$ cat src/rtl/pci_bus_bringup.sv
module pci_bus_bringup #(
  parameter int CYC_PER_US = 100,
  parameter int HOLD_US    = 150,
  parameter int GAP_US     = 1,
  parameter int SETTLE_US  = 10000
) (
  input  logic clk,
  input  logic rst_n,
  input  logic start,
  output logic rst_drv_en,
  output logic clk_drv_en,
  output logic bus_clk_en,
  output logic bus_rst_n,
  output logic arb_internal,
  output logic ready
);
  localparam int HOLD_CYC   = CYC_PER_US * HOLD_US;
  localparam int GAP_CYC    = CYC_PER_US * GAP_US;
  localparam int SETTLE_CYC = CYC_PER_US * SETTLE_US;
  localparam int MAX_A      = (HOLD_CYC > GAP_CYC) ? HOLD_CYC : GAP_CYC;
  localparam int MAX_CYC    = (MAX_A > SETTLE_CYC) ? MAX_A : SETTLE_CYC;
  localparam int CW         = $clog2(MAX_CYC + 1);

  typedef enum logic [2:0] {S_IDLE, S_DRV, S_HOLD, S_GAP, S_SETTLE, S_DONE} st_t;

  st_t           st;
  logic [CW-1:0] cnt;
  logic          cnt_zero;

  assign cnt_zero = (cnt == '0);

  always_ff @(posedge clk or negedge rst_n) begin
    if (!rst_n) begin
      st           <= S_IDLE;
      cnt          <= '0;
      rst_drv_en   <= 1'b0;
      clk_drv_en   <= 1'b0;
      bus_clk_en   <= 1'b0;
      bus_rst_n    <= 1'b0;
      arb_internal <= 1'b0;
      ready        <= 1'b0;
    end else begin
      case (st)
        S_IDLE: if (start) begin
          st         <= S_DRV;
          rst_drv_en <= 1'b1;
          clk_drv_en <= 1'b1;
        end
        S_DRV: begin
          st         <= S_HOLD;
          bus_clk_en <= 1'b1;
          cnt        <= CW'(HOLD_CYC - 1);
        end
        S_HOLD: if (cnt_zero) begin
          st           <= S_GAP;
          bus_rst_n    <= 1'b1;
          arb_internal <= 1'b1;
          cnt          <= CW'(GAP_CYC - 1);
        end else cnt <= cnt - 1'b1;
        S_GAP: if (cnt_zero) begin
          st  <= S_SETTLE;
          cnt <= CW'(SETTLE_CYC - 1);
        end else cnt <= cnt - 1'b1;
        S_SETTLE: if (cnt_zero) begin
          st    <= S_DONE;
          ready <= 1'b1;
        end else cnt <= cnt - 1'b1;
        default: ;
      endcase
    end
  end

  // Independent tally of cycles spent with clock on and bus reset still held
  logic [CW:0] held_cycles;
  always_ff @(posedge clk or negedge rst_n) begin
    if (!rst_n) held_cycles <= '0;
    else if (bus_clk_en && !bus_rst_n) held_cycles <= held_cycles + 1'b1;
  end

  p_drivers_first_r3: assert property (@(posedge clk) disable iff (!rst_n)
    $rose(bus_clk_en) |-> (rst_drv_en && clk_drv_en && !bus_rst_n));
  p_clk_before_release_r4: assert property (@(posedge clk) disable iff (!rst_n)
    $rose(bus_rst_n) |-> bus_clk_en);
  p_hold_len_r5: assert property (@(posedge clk) disable iff (!rst_n)
    $rose(bus_rst_n) |-> (held_cycles == (CW+1)'(HOLD_CYC)));
  p_arb_with_release_r5: assert property (@(posedge clk) disable iff (!rst_n)
    $rose(arb_internal) |-> $rose(bus_rst_n));
  p_ready_last_r6: assert property (@(posedge clk) disable iff (!rst_n)
    $rose(ready) |-> (bus_rst_n && arb_internal && bus_clk_en));
  p_ready_sticky_r7: assert property (@(posedge clk) disable iff (!rst_n)
    ready |=> ready);
  p_clk_sticky_r7: assert property (@(posedge clk) disable iff (!rst_n)
    bus_clk_en |=> bus_clk_en);
  p_release_sticky_r7: assert property (@(posedge clk) disable iff (!rst_n)
    bus_rst_n |=> bus_rst_n);
endmodule

$ cat config.mk
export PLATFORM = sky130hd
export DESIGN_NAME = pci_bus_bringup
export DESIGN_NICKNAME = d
export VERILOG_FILES = /design/src/rtl/pci_bus_bringup.sv
export SDC_FILE = /design/constraint.sdc
export NUM_CORES = 1
export LEC_CHECK = 0
export ABC_AREA = 1
export BUFFER_PORTS_ARGS = -buffer_cell sky130_fd_sc_hd__buf_2
export CAP_MARGIN = 10
export CORE_MARGIN = 3
export CORE_UTILIZATION = 60
export DETAILED_ROUTE_END_ITERATION = 8
export PLACE_DENSITY = 0.86
export SLEW_MARGIN = 20
export SYNTH_ARGS = -nofsm -noshare
export SYNTH_HDL_FRONTEND = slang
export SYNTH_SLANG_ARGS = --single-unit
$ cat constraint.sdc
create_clock -name clk -period 2.35 [get_ports clk]
set_input_delay 0.1175 -clock clk [delete_from_list [all_inputs] [get_ports clk]]
set_output_delay 0.1175 -clock clk [all_outputs]
set_load 0.02 [all_outputs]
==> summary.md <==
| Metric | Value |
|---|---|
| Avg WL per Cell | `about 13 um` |
| Setup Skew | `0.0124 ns` |
| Global route overflow | `0` |
| Total CTS buffers | `3` |
| Row count | `19` |
| Synthesis-to-layout area growth | `4.69%` |
| Final GP Congestion | `0.918` |
| Most frequent cell after synthesis | `nand2_1` |
| Non-Filler Instances | `300` |
| Clock latency on the worst-skew pair | `between 0.3 and 0.4 ns` |
| I/O Buffers | `8` |
| H-Tree Level Count | `1` |
| Max Freq | `around 550 MHz` |
| Clock power frac | `between 30% and 40%` |
| Peak supply drop | `roughly 280 uV` |
| Maxcap violations | `0` |
| Syn Area/Cell | `between 6 and 7 um2` |
| WL final | `3.87 mm` |
| Post-synth net total | `265` |
| Top post-synthesis cells by area | `dfrtp_1 37%, nand2_1 16%, nor2_1 9.7%` |
| Post-cts resize count | `0` |
| Total Routing Usage GR | `between 20 and 25%` |
| Outcome | `finished, final reports clean` |
| Yosys top cell by area | `dfrtp_1` |
| Seq/Total Area, Yosys | `a little under two fifths` |
| R2r setup slk | `approximately 0.53 ns` |
| Ant diodes | `0` |
| Pin count of the biggest net entering global routing | `28` |
| Clk slew on worst S/H paths | `approximately 0.16 ns` |
| Part of the power in registers | `roughly two thirds` |
| I/O pin total | `9` |
| Fraction of registers with async set/reset | `between 90% and 100%` |
| Core area | `about 2800 um2` |
| DRT iter0 DRCs | `94` |
| Fin crit share | `77.6%` |
| Share of layout cells above drive strength 1 | `12.3%` |
| Die X | `a little over 60 um` |
| Sw frac | `23.4%` |
| Post-route minimum period | `approximately 1.8 ns` |
| Register bit total from synthesis | `27` |
| Yosys warns | `0` |
| Slew @ Worst Pin | `0.607 ns` |
| Comb pwr share | `between 1.5 and 2%` |
| Longest Clk Path Bufs | `2` |
| TritonCTS sink count | `27` |
| Slew Viols, Final | `0` |
| Leak | `~1.2 nW` |
| Final setup fails | `0` |
| Hold Crit Class | `in -> reg` |
| Starting Density | `64.1%` |
| Worst hold slack | `between 0.01 and 0.015 ns` |
| Internal power | `0.533 mW` |
| RSZ-0062 raised after global routing | `false` |
| Fin area | `roughly 1900 um2` |
| Post-synth top cells | `77 x nand2_1, 47 x nor2_1, 29 x inv_1` |
| Global-route wire length before repair | `about 6.9 mm` |
| Mapped Cells | `260` |
| Routed vias | `between 1,500 and 2,000` |
| CP endpoint kind | `flop` |
| Post-route total power | `between 0.6 and 0.7 mW` |
| Clock Tree Root | `clkbuf_4` |
| Worst rel slew slack | `between 50% and 60%` |
| Fin worst setup slack | `roughly 0.53 ns` |
| Die H | `slightly above 60 um` |
| Antenna violations before repair | `0` |
| Layout Utilization | `67.1%` |
| CTS tree | `built` |
| Critical path fanouts, max | `12` |
| Die area | `roughly 3700 um2` |
| Pre-CTS worst setup slack | `about 0.57 ns` |
| Final Hold Vio Count | `0` |
| Fin nets | `about 280` |
| Post-Synthesis Cell Area | `between 1500 and 2000 um2` |
| Main synth FF type | `dfrtp_1` |
| Area after DPL | `approximately 1900 um2` |
| Crit Path Class | `reg -> reg` |
| Synth top area share | `37.2%` |
| Net load switching power | `0.163 mW` |
| Antenna Nets Post-Route | `0` |
| Critical path required time | `2.60 ns` |
| Post-route setup TNS | `0 ns` |
| Number of synthesized flops with an enable pin | `0` |
| DRC Markers | `0` |
| Vias in the first global route | `1,657` |
| Pwr dens | `366 nW/um2` |
| Yosys cell types | `30` |
| Critical path launch point type | `flop` |
| Detail Placement HPWL | `2.95 mm` |
| Worst EP arrival | `about 2.1 ns` |
| Vias per cell | `5.55` |
| Placed cell count | `between 200 and 300` |
| DRT Pass-1 Iters | `5` |
[cell families after synthesis]
family / count (synthesis) / synth area share, %
AOI/OAI and AO/OA: 21 / 6.69
adders and majority gates: 2 / 1.38
buffers and inverters: 36 / 8.48
DFF: 27 / 37.2
xor gates and xnor gates: 9 / 4.34
and+or+nand+nor: 165 / 41.9
[worst max-delay path, stage by stage, from the launching register on]
cell     delay (ns)
dfrtp_1        0.45
nor2_1         0.20
inv_1          0.12
nor3_4         0.26
nand3_4        0.15
nand2_4        0.16
inv_2          0.13
nand2_2        0.08
inv_1          0.06
nand2_1        0.06
nand2_1        0.05
[layout make-up]
cell class | count | area [um2]
Multi-Input combinational cell | 197 | 985
Fill cell | 251 | 930
Sequential cell | 27 | 676
Inverter | 32 | 120
Timing Repair Buffer | 9 | 50.0
Tap cell | 31 | 38.8
Clock buffer | 3 | 22.5
Clock inverter | 1 | 7.51
[sequential cells by signal, indices dropped and copies added, names as in the netlist]
register,count
cnt,20
st,3
arb_internal,1
bus_clk_en,1
clk_drv_en,1
ready,1
[power groups by stage]
stage	Combinational, mW	Clock [mW]	Sequential (mW)
floorplan	0.000306	0	0.474
global placement	0.0112	0	0.473
detailed placement	0.0117	0	0.473
CTS	0.0128	0.218	0.465
global route	0.0141	0.238	0.465
finish	0.0120	0.219	0.465
[final timing paths]
check,cells after the start,from,endpoint
max,10,cnt[16],cnt[17]
min,2,start,clk_drv_en
max reg2reg,10,cnt[16],cnt[17]
min reg2reg,2,bus_clk_en,bus_clk_en
max in group asynchronous,2,rst_n,arb_internal
min in group asynchronous,2,rst_n,cnt[6]
[layer usage]
| metal | track usage (%) | part of all wire [%] | vias to the layer above |
|---|---|---|---|
| met4 | 9.91 | 1.9 | 0 |
| li1 | - | - | 838 |
| met3 | 2.55 | 5.6 | 9 |
| met5 | 0 | 0 | - |
| met1 | 33.4 | 46 | 762 |
| met2 | 40.6 | 46 | 57 |
[cell usage in the layout (no fill, tap or decap), types with 2 or more instances in the layout]
cell / netlist / final
a21oi_1: 6 / 6
buf_2: 0 / 8
clkbuf_4: 0 / 3
dfrtp_1: 27 / 27
ha_1: 2 / 2
inv_1: 29 / 29
inv_2: 3 / 3
nand2_1: 77 / 77
nand3_1: 16 / 16
nand3_2: 2 / 2
nand4_1: 5 / 5
nor2_1: 47 / 47
nor2_2: 5 / 5
nor2_4: 4 / 4
nor3_1: 2 / 2
o21ai_0: 7 / 7
o21ai_1: 3 / 3
o21bai_1: 2 / 2
xnor2_1: 5 / 5
xor2_1: 4 / 4
[timing repair]
item	4_1_cts	5_1_grt
setup buffers	0	0
hold buffers	1	0
endpoints found under the hold margin	27	0
setup endpoints to repair	0	0
No activity file was read; power rests on OpenSTA's default activity.
